--- config.mk ---
export PLATFORM = sky130hd
export DESIGN_NAME = pata_reg_seq
export DESIGN_NICKNAME = d
export VERILOG_FILES = /design/src/rtl/pata_reg_pkg.sv /design/src/rtl/pata_phase_timer.sv /design/src/rtl/pata_ready_mon.sv /design/src/rtl/pata_reg_seq.sv
export SDC_FILE = /design/constraint.sdc
export NUM_CORES = 1
export LEC_CHECK = 0
export ABC_AREA = 0
export BUFFER_PORTS_ARGS = -buffer_cell sky130_fd_sc_hd__buf_2
export CAP_MARGIN = 5
export CORE_MARGIN = 4
export CORE_UTILIZATION = 45
export CTS_BUF_LIST = sky130_fd_sc_hd__clkbuf_16
export CTS_CLUSTER_DIAMETER = 30
export DETAILED_ROUTE_END_ITERATION = 8
export MAX_ROUTING_LAYER = met4
export PLACE_DENSITY = 0.73
export SKIP_LAST_GASP = 1
export SLEW_MARGIN = 20
export SYNTH_ARGS = -nofsm -noshare
export SYNTH_HDL_FRONTEND = slang
export SYNTH_SLANG_ARGS = --single-unit
--- constraint.sdc ---
create_clock -name clk -period 2.2 [get_ports clk]
set_input_delay 0.44 -clock clk [delete_from_list [all_inputs] [get_ports clk]]
set_output_delay 0.44 -clock clk [all_outputs]
set_load 0.005 [all_outputs]
--- src/rtl/pata_reg_pkg.sv ---
`timescale 1ns/1ps
package pata_reg_pkg;

   localparam int DA_W = 3;

   typedef enum logic [2:0] {
      PH_IDLE,
      PH_SETUP,
      PH_STROBE,
      PH_HOLD,
      PH_RECOV
   } phase_t;

   function automatic int max2(input int a, input int b);
      return (a > b) ? a : b;
   endfunction

endpackage

--- src/rtl/pata_phase_timer.sv ---
`timescale 1ns/1ps
module pata_phase_timer #(
   parameter int CNT_W = 5
) (
   input  logic             clk,
   input  logic             rst_n,
   input  logic             clr,
   output logic [CNT_W-1:0] cnt
);

   // cycles spent in the current phase, saturating
   always_ff @(posedge clk or negedge rst_n) begin
      if (!rst_n)          cnt <= '0;
      else if (clr)        cnt <= '0;
      else if (cnt != '1)  cnt <= cnt + 1'b1;
   end

endmodule

--- src/rtl/pata_ready_mon.sv ---
`timescale 1ns/1ps
module pata_ready_mon #(
   parameter int CNT_W     = 5,
   parameter int T_STROBE  = 6,
   parameter int T_SAMPLE  = 3,
   parameter int T_TIMEOUT = 20,
   parameter int RDY_SYNC  = 0
) (
   input  logic             clk,
   input  logic             rst_n,
   input  logic             iordy,
   input  logic             in_strobe,
   input  logic [CNT_W-1:0] cnt,
   output logic             release_ok,
   output logic             tmo_err
);

   localparam logic [CNT_W-1:0] SAMPLE_AT = CNT_W'(T_SAMPLE - 1);
   localparam logic [CNT_W-1:0] MIN_AT    = CNT_W'(T_STROBE - 1);
   localparam logic [CNT_W-1:0] LAST_AT   = CNT_W'(T_SAMPLE + T_TIMEOUT - 1);

   logic rdy;
   logic wait_q;
   logic min_ok;
   logic tmo_hit;

   generate
      if (RDY_SYNC == 0) begin : g_direct
         assign rdy = iordy;
      end else begin : g_sync
         logic [RDY_SYNC-1:0] sh;
         always_ff @(posedge clk or negedge rst_n) begin
            if (!rst_n) begin
               sh <= '1;
            end else begin
               sh[0] <= iordy;
               for (int i = 1; i < RDY_SYNC; i++) sh[i] <= sh[i-1];
            end
         end
         assign rdy = sh[RDY_SYNC-1];
      end
   endgenerate

   // wait decision taken once, at the sample edge
   always_ff @(posedge clk or negedge rst_n) begin
      if (!rst_n)                      wait_q <= 1'b0;
      else if (!in_strobe)             wait_q <= 1'b0;
      else if (cnt == SAMPLE_AT)       wait_q <= !rdy;
   end

   assign min_ok     = (cnt >= MIN_AT);
   assign tmo_hit    = wait_q && (cnt == LAST_AT);
   assign release_ok = in_strobe && ((min_ok && (!wait_q || rdy)) || tmo_hit);
   assign tmo_err    = tmo_hit && !rdy;

   // a wait can only be flagged after the sample edge has passed
   assert_wait_after_sample_R6: assert property (@(posedge clk) disable iff (!rst_n)
      (in_strobe && wait_q) |-> (cnt >= CNT_W'(T_SAMPLE)));

   // the stretch never outlasts the timeout window
   assert_timeout_bound_R7: assert property (@(posedge clk) disable iff (!rst_n)
      in_strobe |-> (cnt <= LAST_AT));

endmodule

--- src/rtl/pata_reg_seq.sv ---
`timescale 1ns/1ps
module pata_reg_seq
   import pata_reg_pkg::*;
#(
   parameter int DATA_W    = 8,
   parameter int T_SETUP   = 2,
   parameter int T_STROBE  = 6,
   parameter int T_SAMPLE  = 3,
   parameter int T_HOLD    = 2,
   parameter int T_RECOV   = 3,
   parameter int T_TIMEOUT = 20,
   parameter int RDY_SYNC  = 0
) (
   input  logic              clk,
   input  logic              rst_n,
   input  logic              req_valid,
   input  logic              req_write,
   input  logic [3:0]        req_addr,
   input  logic [DATA_W-1:0] req_wdata,
   output logic              busy,
   output logic              done,
   output logic              err,
   output logic [DATA_W-1:0] rdata,
   output logic              ata_cs0_n,
   output logic              ata_cs1_n,
   output logic [DA_W-1:0]   ata_da,
   output logic              ata_dior_n,
   output logic              ata_diow_n,
   input  logic              ata_iordy,
   input  logic [DATA_W-1:0] ata_dd_in,
   output logic [DATA_W-1:0] ata_dd_out,
   output logic              ata_dd_oe
);

   localparam int CNT_MAX = max2(max2(max2(T_SETUP, T_HOLD), T_RECOV),
                                 T_SAMPLE + T_TIMEOUT);
   localparam int CNT_W   = $clog2(CNT_MAX + 1) + 1;

   generate
      if (T_SETUP < 1 || T_HOLD < 1 || T_RECOV < 1 || T_SAMPLE < 1) begin : g_bad_len
         $error("every phase length must be at least one clock");
      end
      if (T_SAMPLE >= T_STROBE) begin : g_bad_sample
         $error("ready sample point must fall inside the minimum strobe width");
      end
      if (T_TIMEOUT < T_STROBE) begin : g_bad_tmo
         $error("timeout must not be shorter than the minimum strobe width");
      end
      if (RDY_SYNC < 0 || RDY_SYNC > 3) begin : g_bad_sync
         $error("ready synchroniser depth must be 0 to 3");
      end
      if (DATA_W < 8) begin : g_bad_width
         $error("register data needs at least 8 bits");
      end
   endgenerate

   phase_t             phase_q, phase_d;
   logic               wr_q, blk_q;
   logic [DA_W-1:0]    da_q;
   logic [DATA_W-1:0]  wdata_q, rdata_q;
   logic               done_q, tmo_q;
   logic [CNT_W-1:0]   cnt;
   logic               release_ok, tmo_err;
   logic               in_strobe, addr_phase, accept;

   assign in_strobe  = (phase_q == PH_STROBE);
   assign addr_phase = (phase_q == PH_SETUP) || in_strobe || (phase_q == PH_HOLD);
   assign accept     = (phase_q == PH_IDLE) && req_valid;

   pata_phase_timer #(.CNT_W(CNT_W)) u_timer (
      .clk   (clk),
      .rst_n (rst_n),
      .clr   (phase_d != phase_q),
      .cnt   (cnt)
   );

   pata_ready_mon #(
      .CNT_W     (CNT_W),
      .T_STROBE  (T_STROBE),
      .T_SAMPLE  (T_SAMPLE),
      .T_TIMEOUT (T_TIMEOUT),
      .RDY_SYNC  (RDY_SYNC)
   ) u_rdy (
      .clk        (clk),
      .rst_n      (rst_n),
      .iordy      (ata_iordy),
      .in_strobe  (in_strobe),
      .cnt        (cnt),
      .release_ok (release_ok),
      .tmo_err    (tmo_err)
   );

   always_comb begin
      phase_d = phase_q;
      unique case (phase_q)
         PH_IDLE:   if (req_valid)                      phase_d = PH_SETUP;
         PH_SETUP:  if (cnt == CNT_W'(T_SETUP - 1))     phase_d = PH_STROBE;
         PH_STROBE: if (release_ok)                     phase_d = PH_HOLD;
         PH_HOLD:   if (cnt == CNT_W'(T_HOLD - 1))      phase_d = PH_RECOV;
         PH_RECOV:  if (cnt == CNT_W'(T_RECOV - 1))     phase_d = PH_IDLE;
         default:                                       phase_d = PH_IDLE;
      endcase
   end

   always_ff @(posedge clk or negedge rst_n) begin
      if (!rst_n) begin
         phase_q <= PH_IDLE;
         wr_q    <= 1'b0;
         blk_q   <= 1'b0;
         da_q    <= '0;
         wdata_q <= '0;
         rdata_q <= '0;
         done_q  <= 1'b0;
         tmo_q   <= 1'b0;
      end else begin
         phase_q <= phase_d;
         done_q  <= (phase_q == PH_RECOV) && (phase_d == PH_IDLE);
         if (accept) begin
            wr_q    <= req_write;
            blk_q   <= req_addr[3];
            da_q    <= req_addr[DA_W-1:0];
            wdata_q <= req_wdata;
            tmo_q   <= 1'b0;
         end
         if (in_strobe && release_ok) begin
            tmo_q <= tmo_err;
            if (!wr_q) rdata_q <= ata_dd_in;
         end
      end
   end

   assign busy       = (phase_q != PH_IDLE);
   assign done       = done_q;
   assign err        = done_q && tmo_q;
   assign rdata      = rdata_q;
   assign ata_cs0_n  = !(addr_phase && !blk_q);
   assign ata_cs1_n  = !(addr_phase && blk_q);
   assign ata_da     = addr_phase ? da_q : '0;
   assign ata_dior_n = !(in_strobe && !wr_q);
   assign ata_diow_n = !(in_strobe && wr_q);
   assign ata_dd_out = wdata_q;
   assign ata_dd_oe  = addr_phase && wr_q;

   assert_single_cs_R3: assert property (@(posedge clk) disable iff (!rst_n)
      !(!ata_cs0_n && !ata_cs1_n));

   assert_addr_stable_R3: assert property (@(posedge clk) disable iff (!rst_n)
      (!ata_dior_n || !ata_diow_n) |->
         ($stable(ata_da) && $stable(ata_cs0_n) && $stable(ata_cs1_n)));

   assert_setup_before_strobe_R3: assert property (@(posedge clk) disable iff (!rst_n)
      $fell(ata_dior_n && ata_diow_n) |-> $past(!ata_cs0_n || !ata_cs1_n));

   assert_no_drive_on_read_R9: assert property (@(posedge clk) disable iff (!rst_n)
      !ata_dior_n |-> !ata_dd_oe);

   assert_done_not_busy_R10: assert property (@(posedge clk) disable iff (!rst_n)
      done |-> (!busy && ata_cs0_n && ata_cs1_n));

   assert_err_only_with_done_R7: assert property (@(posedge clk) disable iff (!rst_n)
      err |-> done);

   assert_busy_until_done_R2: assert property (@(posedge clk) disable iff (!rst_n)
      $fell(busy) |-> done);

endmodule

==> results of run 1 <==
==> registers in the layout, indices dropped and copies added, names as in the netlist <==
| register | cells |
|---|---|
| rdata | 8 |
| blk_q | 1 |
| phase_q | 3 |
| tmo_q | 1 |
| ata_dd_out | 8 |
| wr_q | 1 |
| u_rdy.wait_q | 1 |
| da_q | 3 |
| done | 1 |
| u_timer.cnt | 6 |
==> how the worst max path moves through the flow <==
stage                              start         end  slack (ps)  cells past startpoint
final                         phase_q[2]  ata_dior_n         160                      4
after global routing          phase_q[2]  ata_dior_n          30                      4
after CTS                     phase_q[2]  ata_dior_n         160                      4
after detailed placement  u_timer.cnt[0]    rdata[4]         330                      7
after global placement    u_timer.cnt[0]    rdata[0]         400                      7
after floorplan           u_timer.cnt[0]    rdata[0]         480                      7
==> report_power, final <==
group | internal, mW | switching, mW
clock network | 0.525 | 0.238
logic | 0.639 | 0.545
registers | 0.864 | 0.208
==> logic make-up after synthesis <==
kind of cell,after synthesis,synth area share
XOR/XNOR,3,0.0157
AO/OA/AOI/OAI,12,0.0636
adder cells (fa/ha/maj),4,0.0299
flip-flops,33,0.494
AND/OR/NAND/NOR,52,0.194
multiplexers,24,0.177
buffers and inverters,9,0.0254
==> synth_stat cells, drive strengths merged (3+ instances only) <==
cell type  count
a211oi         3
and2           6
and3           4
dfrtp         33
ha             4
inv            5
mux2          21
mux2i          3
nand2          9
nor2          18
nor3           3
o21ai          3
xnor2          3
==> cell type report <==
cell class                 instances  area, sq um  area share
timing repair buffer              51          255       0.120
inverter                           5         18.8     0.00883
multi-input combinational         95          805       0.379
tap                               46         57.6      0.0271
clock inverter                     3         37.5      0.0177
clock buffer                       5          125      0.0589
sequential                        33          826       0.389
==> worst max-delay path: cells and delay by family, from the launching register on <==
kind	cells	cell delay (ps)
buffers and inverters	1	150
flip-flops	1	520
AND/OR/NAND/NOR	3	650
==> per-layer routing <==
metal | vias up | wire (microns) | GRT usage | share of wire
met3 | 3 | 255 | 0.0583 | 0.074
li1 | 576 | - | - | -
met1 | 584 | 1380 | 0.172 | 0.40
met4 | 0 | 36 | 0.0438 | 0.011
met5 | - | 0 | - | 0
met2 | 33 | 1760 | 0.271 | 0.51
==> impl_results.html, run 1 <==
<table>
<tr><th>Metric</th><th>Value</th></tr>
<tr><th colspan="2">Run status</th></tr>
<tr><td>Result of the run</td><td>completed</td></tr>
<tr><th colspan="2">Placed design</th></tr>
<tr><td>Placer's final routability congestion estimate</td><td>0.865</td></tr>
<tr><td>Instance area after placement</td><td>1960 sq um</td></tr>
<tr><td>Minimum setup slack after placement</td><td>327 ps</td></tr>
<tr><td>I/O Buffers</td><td>51</td></tr>
<tr><td>DP HPWL</td><td>2540 microns</td></tr>
<tr><td>Placed Cells incl. Taps</td><td>230</td></tr>
<tr><th colspan="2">STA</th></tr>
<tr><td>Setup repair after global routing missed its margin</td><td>no</td></tr>
<tr><td>Total setup violations reported at the end of the flow</td><td>0</td></tr>
<tr><td>Number of slew-limit violations in the final report</td><td>0</td></tr>
<tr><td>Worst-case headroom to the max-slew limit</td><td>0.509</td></tr>
<tr><td>Slew of the pin with the lowest slew margin</td><td>737 ps</td></tr>
<tr><td>Max Clock Skew</td><td>4.52 ps</td></tr>
<tr><td>Worst hold-check slack</td><td>229 ps</td></tr>
<tr><td>Sum of negative setup slack</td><td>0 ps</td></tr>
<tr><td>Achievable clock frequency</td><td>490 MHz</td></tr>
<tr><td>Min Clock Period, post-route</td><td>2040 ps</td></tr>
<tr><td>Final Worst Setup Slack</td><td>159 ps</td></tr>
<tr><td>Number of hold violations in the final report</td><td>0</td></tr>
<tr><td>Portion of the clock cycle consumed by the worst path in the final layout</td><td>0.928</td></tr>
<tr><th colspan="2">Route</th></tr>
<tr><td>Routed length per instance</td><td>14.4 microns</td></tr>
<tr><td>Antenna Nets Post-Route</td><td>0</td></tr>
<tr><td>DRC marker count from the first detailed-route iteration</td><td>66</td></tr>
<tr><td>Total wire length after detailed routing</td><td>3430 microns</td></tr>
<tr><td>Drc violations</td><td>0</td></tr>
<tr><td>Via count</td><td>1196</td></tr>
<tr><td>Initial DRT Pass Iterations</td><td>4</td></tr>
<tr><td>Detailed-route vias per instance</td><td>5.03</td></tr>
<tr><th colspan="2">Synth</th></tr>
<tr><td>Synth Instances</td><td>137</td></tr>
<tr><td>Post-synthesis net count</td><td>166</td></tr>
<tr><td>Number of distinct library cell variants in the gate-level netlist after synthesis</td><td>44</td></tr>
<tr><td>Fraction of post-synthesis cell area in the top cell type by area</td><td>0.494</td></tr>
<tr><td>Proportion of synthesized flip-flops having asynchronous set or reset</td><td>1.00</td></tr>
<tr><td>Yosys synthesis warning count</td><td>0</td></tr>
<tr><td>Library cell with the largest summed area after synthesis</td><td>dfrtp_1</td></tr>
<tr><td>Yosys reg bits</td><td>33</td></tr>
<tr><td>EDFF count, synth</td><td>0</td></tr>
<tr><td>Cell types occupying the most area after synthesis</td><td>dfrtp_1 (49%), mux2_2 (8.8%), mux2_4 (7.2%), nor2_1 (3.4%), ha_1 (3.0%)</td></tr>
<tr><td>Average cell area after synthesis</td><td>12.2 sq um</td></tr>
<tr><td>Sequential share of the synthesized area</td><td>0.494</td></tr>
<tr><td>Post-Syn Area</td><td>1670 sq um</td></tr>
<tr><td>Most instantiated flip-flop cell in the synthesis netlist</td><td>dfrtp_1</td></tr>
<tr><th colspan="2">CTS</th></tr>
<tr><td>Clock-pin transition on the worst setup and hold timing paths</td><td>50 ps</td></tr>
<tr><td>Number of CTS-inserted buffers</td><td>5</td></tr>
<tr><td>Number of levels the H-tree was split into</td><td>2</td></tr>
<tr><td>Largest buffer count on any clock path</td><td>2</td></tr>
<tr><td>Clk Latency, worst-skew pair</td><td>270 ps</td></tr>
<tr><td>Clock tree from TritonCTS</td><td>built</td></tr>
<tr><td>Clock sinks</td><td>33</td></tr>
<tr><td>Number of setup buffers added after CTS</td><td>0</td></tr>
<tr><td>Cts repair resizes</td><td>0</td></tr>
<tr><td>Post-CTS Hold Buffers</td><td>0</td></tr>
<tr><td>Clock root buffer</td><td>clkbuf_16</td></tr>
<tr><th colspan="2">Critical path</th></tr>
<tr><td>Type of origin of the critical path</td><td>flip-flop</td></tr>
<tr><td>Crit Path Category</td><td>flip-flop to output pin</td></tr>
<tr><td>Register-to-register setup slack</td><td>310 ps</td></tr>
<tr><td>Worst reg-to-reg path cell count</td><td>7</td></tr>
<tr><td>Max stage delay on crit path</td><td>520 ps</td></tr>
<tr><td>Reg-to-Reg Start</td><td>u_timer.cnt[0]</td></tr>
<tr><td>Worst EP required</td><td>1760 ps</td></tr>
<tr><td>Worst reg2reg endpoint</td><td>rdata[2]</td></tr>
<tr><td>Slowest CP cell</td><td>dfrtp_1</td></tr>
<tr><td>Crit Path Max Fanout</td><td>14</td></tr>
<tr><td>Crit. End Element</td><td>output pin</td></tr>
<tr><td>Critical Path, Cell by Cell</td><td>nor2_2 -&gt; nand2_1 -&gt; or2_2 -&gt; buf_2</td></tr>
<tr><td>Worst EP arrival</td><td>1600 ps</td></tr>
<tr><th colspan="2">Floorplan</th></tr>
<tr><td>Initial cell density of the core</td><td>0.482</td></tr>
<tr><td>Die Span X</td><td>69.0 microns</td></tr>
<tr><td>Die Outline Area</td><td>4760 sq um</td></tr>
<tr><td>Count of boundary I/O pins</td><td>52</td></tr>
<tr><td>Number of standard-cell rows in the floorplan</td><td>21</td></tr>
<tr><td>DIE HEIGHT</td><td>69.0 microns</td></tr>
<tr><td>Core area</td><td>3470 sq um</td></tr>
<tr><th colspan="2">Final layout</th></tr>
<tr><td>Layout overhead on the synthesized area</td><td>27.0%</td></tr>
<tr><td>Filler-free cell count of the finished design</td><td>238</td></tr>
<tr><td>Most common library cell in the layout ignoring fill and taps</td><td>buf_2</td></tr>
<tr><td>Filler cells</td><td>290</td></tr>
<tr><td>Final design utilization</td><td>0.613</td></tr>
<tr><td>Layout cells sized above 1</td><td>0.490</td></tr>
<tr><td>Antenna cells</td><td>0</td></tr>
<tr><td>Final instance area</td><td>2120 sq um</td></tr>
<tr><td>Post-layout net count</td><td>220</td></tr>
<tr><td>Most used cells in the layout excluding fill and tap cells</td><td>buf_2 (51), dfrtp_1 (33), nor2_1 (15)</td></tr>
<tr><th colspan="2">Power</th></tr>
<tr><td>Peak VDD IR</td><td>0.677 mV</td></tr>
<tr><td>Power Density</td><td>1420 nW/um^2</td></tr>
<tr><td>Total Power</td><td>3.02 mW</td></tr>
<tr><td>Leakage power</td><td>1.03 nW</td></tr>
<tr><th colspan="2">Global routing</th></tr>
<tr><td>Via count of the first global-routing pass</td><td>1186</td></tr>
<tr><td>Initial antenna violation count</td><td>0</td></tr>
<tr><td>Global-route wire length before repair</td><td>5320 microns</td></tr>
<tr><td>Total congestion overflow</td><td>0</td></tr>
<tr><td>Pin count of the biggest net entering global routing</td><td>34</td></tr>
<tr><td>Overall global routing resource usage</td><td>0.158</td></tr>
<tr><th colspan="2">Job</th></tr>
<tr><td>Count of max-cap constraint violations</td><td>0</td></tr>
<tr><th colspan="2">Hold path</th></tr>
<tr><td>Worst hold path class</td><td>primary input to asynchronous set/reset pin</td></tr>
</table>
Note: power is estimated with default switching activity, not from simulation.
==> inputs of run 2 (changes only) <==
Settings changed: CTS_BUF_LIST sky130_fd_sc_hd__clkbuf_16 to not set.
==> impl_results.html, run 2 (same netlist as run 1, synthesis figures left out) <==
<table>
<tr><th>Metric</th><th>Value</th></tr>
<tr><th colspan="2">Global routing</th></tr>
<tr><td>GR met1 Demand/Resource</td><td>0.169 (-0.00290)</td></tr>
<tr><td>Initial antenna violation count</td><td>0 (unchanged)</td></tr>
<tr><td>Total congestion overflow</td><td>0 (unchanged)</td></tr>
<tr><td>Global-route wire length before repair</td><td>5040 microns (-5.2%)</td></tr>
<tr><td>Layer with the highest usage</td><td>met2</td></tr>
<tr><td>Via count of the first global-routing pass</td><td>1123 (-5.3%)</td></tr>
<tr><td>Overall global routing resource usage</td><td>0.148 (-0.00979)</td></tr>
<tr><td>Met2 demand-to-capacity share in global routing</td><td>0.252 (-0.0190)</td></tr>
<tr><td>GR met3 Demand/Resource</td><td>0.0486 (-0.00972)</td></tr>
<tr><td>Pin count of the biggest net entering global routing</td><td>34 (unchanged)</td></tr>
<tr><th colspan="2">Power</th></tr>
<tr><td>Peak VDD IR</td><td>0.696 mV (+2.7%)</td></tr>
<tr><td>Leakage power</td><td>1.01 nW (-2.3%)</td></tr>
<tr><td>Power Density</td><td>1360 nW/um^2 (-4.3%)</td></tr>
<tr><th colspan="2">CTS</th></tr>
<tr><td>Number of setup buffers added after CTS</td><td>0 (unchanged)</td></tr>
<tr><td>Clock sinks</td><td>33 (unchanged)</td></tr>
<tr><td>Clock root buffer</td><td>clkbuf_8</td></tr>
<tr><td>Clock tree from TritonCTS</td><td>built</td></tr>
<tr><td>Clk Latency, worst-skew pair</td><td>280 ps (about the same)</td></tr>
<tr><td>Largest buffer count on any clock path</td><td>2 (unchanged)</td></tr>
<tr><td>Number of levels the H-tree was split into</td><td>2 (unchanged)</td></tr>
<tr><td>Number of CTS-inserted buffers</td><td>5 (unchanged)</td></tr>
<tr><td>Cts repair resizes</td><td>0 (unchanged)</td></tr>
<tr><td>Clock-pin transition on the worst setup and hold timing paths</td><td>60 ps (about the same)</td></tr>
<tr><td>Post-CTS Hold Buffers</td><td>0 (unchanged)</td></tr>
<tr><th colspan="2">Placed design</th></tr>
<tr><td>DP HPWL</td><td>2540 microns (unchanged)</td></tr>
<tr><td>Instance area after placement</td><td>1960 sq um (unchanged)</td></tr>
<tr><td>Placed Cells incl. Taps</td><td>230 (unchanged)</td></tr>
<tr><td>I/O Buffers</td><td>51 (unchanged)</td></tr>
<tr><td>Placer's final routability congestion estimate</td><td>0.865 (unchanged)</td></tr>
<tr><th colspan="2">STA</th></tr>
<tr><td>Slew of the pin with the lowest slew margin</td><td>725 ps (-12.4 ps)</td></tr>
<tr><td>Number of slew-limit violations in the final report</td><td>0 (unchanged)</td></tr>
<tr><td>Setup repair after global routing missed its margin</td><td>no</td></tr>
<tr><td>Portion of the clock cycle consumed by the worst path in the final layout</td><td>0.932 (+0.00390)</td></tr>
<tr><td>Min Clock Period, post-route</td><td>2050 ps (+8.58 ps)</td></tr>
<tr><td>Total setup violations reported at the end of the flow</td><td>0 (unchanged)</td></tr>
<tr><td>Worst-case headroom to the max-slew limit</td><td>0.517 (+0.00824)</td></tr>
<tr><td>Max Clock Skew</td><td>6.57 ps (+2.05 ps)</td></tr>
<tr><td>Number of hold violations in the final report</td><td>0 (unchanged)</td></tr>
<tr><td>Sum of negative setup slack</td><td>0 ps (unchanged)</td></tr>
<tr><td>Achievable clock frequency</td><td>488 MHz (-0.42%)</td></tr>
<tr><th colspan="2">Final layout</th></tr>
<tr><td>Layout cells sized above 1</td><td>0.495 (+0.00521)</td></tr>
<tr><td>Most common library cell in the layout ignoring fill and taps</td><td>buf_2</td></tr>
<tr><td>Most used cells in the layout excluding fill and tap cells</td><td>buf_2 (51), dfrtp_1 (33), nor2_1 (15)</td></tr>
<tr><td>Layout overhead on the synthesized area</td><td>24.2%</td></tr>
<tr><td>Final design utilization</td><td>0.599 (-0.0133)</td></tr>
<tr><td>Post-layout net count</td><td>220 (unchanged)</td></tr>
<tr><td>Final instance area</td><td>2080 sq um (-2.2%)</td></tr>
<tr><td>Antenna cells</td><td>0 (unchanged)</td></tr>
<tr><td>Filler-free cell count of the finished design</td><td>238 (unchanged)</td></tr>
<tr><th colspan="2">Route</th></tr>
<tr><td>Total wire length after detailed routing</td><td>3300 microns (-3.8%)</td></tr>
<tr><td>Initial DRT Pass Iterations</td><td>4 (unchanged)</td></tr>
<tr><td>Antenna Nets Post-Route</td><td>0 (unchanged)</td></tr>
<tr><td>Routed length per instance</td><td>13.9 microns (-3.8%)</td></tr>
<tr><td>Detailed-route vias per instance</td><td>5.00 (-0.42%)</td></tr>
<tr><td>DRC marker count from the first detailed-route iteration</td><td>47 (-29%)</td></tr>
<tr><td>Via count</td><td>1191 (-0.42%)</td></tr>
<tr><td>Drc violations</td><td>0 (unchanged)</td></tr>
<tr><th colspan="2">Floorplan</th></tr>
<tr><td>Die Outline Area</td><td>4760 sq um (unchanged)</td></tr>
<tr><td>Die Span X</td><td>69.0 microns (unchanged)</td></tr>
<tr><td>Number of standard-cell rows in the floorplan</td><td>21 (unchanged)</td></tr>
<tr><td>DIE HEIGHT</td><td>69.0 microns (unchanged)</td></tr>
<tr><td>Initial cell density of the core</td><td>0.482 (unchanged)</td></tr>
<tr><td>Core area</td><td>3470 sq um (unchanged)</td></tr>
<tr><td>Count of boundary I/O pins</td><td>52 (unchanged)</td></tr>
<tr><th colspan="2">Critical path</th></tr>
<tr><td>Slowest CP cell</td><td>dfrtp_1</td></tr>
<tr><td>Critical Path, Cell by Cell</td><td>nor2_2 -&gt; nand2_1 -&gt; or2_2 -&gt; buf_2</td></tr>
<tr><td>Type of origin of the critical path</td><td>flip-flop</td></tr>
<tr><td>Crit Path Category</td><td>flip-flop to output pin</td></tr>
<tr><td>Worst path bufs/invs</td><td>1 (unchanged)</td></tr>
<tr><td>Worst EP required</td><td>1760 ps (about the same)</td></tr>
<tr><td>Max stage delay on crit path</td><td>530 ps (about the same)</td></tr>
<tr><td>Crit Path Max Fanout</td><td>14 (unchanged)</td></tr>
<tr><td>Worst EP arrival</td><td>1610 ps (about the same)</td></tr>
<tr><td>Crit. End Element</td><td>output pin</td></tr>
<tr><td>Cell type group with the largest total delay on the critical path</td><td>simple AND/OR/NAND/NOR gates</td></tr>
<tr><th colspan="2">Job</th></tr>
<tr><td>Count of max-cap constraint violations</td><td>0 (unchanged)</td></tr>
<tr><th colspan="2">Hold path</th></tr>
<tr><td>Worst hold path class</td><td>primary input to asynchronous set/reset pin</td></tr>
<tr><th colspan="2">Run status</th></tr>
<tr><td>Result of the run</td><td>completed</td></tr>
</table>
run 2: power breakdown:
group / internal [mW] / total [mW] / leakage, nW / switching, mW
clock network: 0.369 / 0.582 / 0.0585 / 0.213
logic: 0.638 / 1.18 / 0.537 / 0.539
registers: 0.862 / 1.07 / 0.412 / 0.204
total: 1.87 / 2.82 / 1.01 / 0.956
run 2: layout make-up:
class,instances,area [sq um]
sequential,33,826
multi-input combinational,95,805
inverter,5,18.8
timing repair buffer,51,255
fill,299,1390
tap,46,57.6
clock inverter,1,30.0
clock buffer,7,86.3
run 2: path summary, 6_finish.rpt:
path                                     start             end  slack [ps]  cells past startpoint
min in group clk                     ata_iordy    u_rdy.wait_q         380                      2
worst min register to register         da_q[2]         da_q[2]         500                      1
worst max-delay path                phase_q[2]      ata_dior_n         150                      4
worst max register to register  u_timer.cnt[0]        rdata[4]         320                      7
max in group asynchronous                rst_n  u_timer.cnt[4]        1520                      1
worst min-delay path                     rst_n        rdata[5]         210                      1
run 2: stage by stage:
| step | power (mW) | setup WS, ps | hold slack (ps) |
|---|---|---|---|
| after floorplan | 1.85 | 477 | 144 |
| after global placement | 2.22 | 402 | 482 |
| after detailed placement | 2.27 | 327 | 486 |
| after CTS | 2.87 | 143 | 241 |
| after global routing | 3.04 | 14.5 | 273 |
| final | 2.82 | 150 | 212 |
run 2: metal layers:
layer  wire [microns]  part of all wire  vias to the layer above
li1                 -                 -                      573
met1             1350              0.41                      569
met2             1650              0.50                       44
met3              266             0.081                        5
met4               30            0.0091                        0
met5                0                 0                        -
run 2: worst reg2reg max path: stages, from the launching register on:
cell and delay [ps]:
dfrtp_1 400, inv_1 100, ha_1 190, nor2b_1 120, o21ai_1 270, a21oi_4 140
nor2_8 230, mux2_4 330
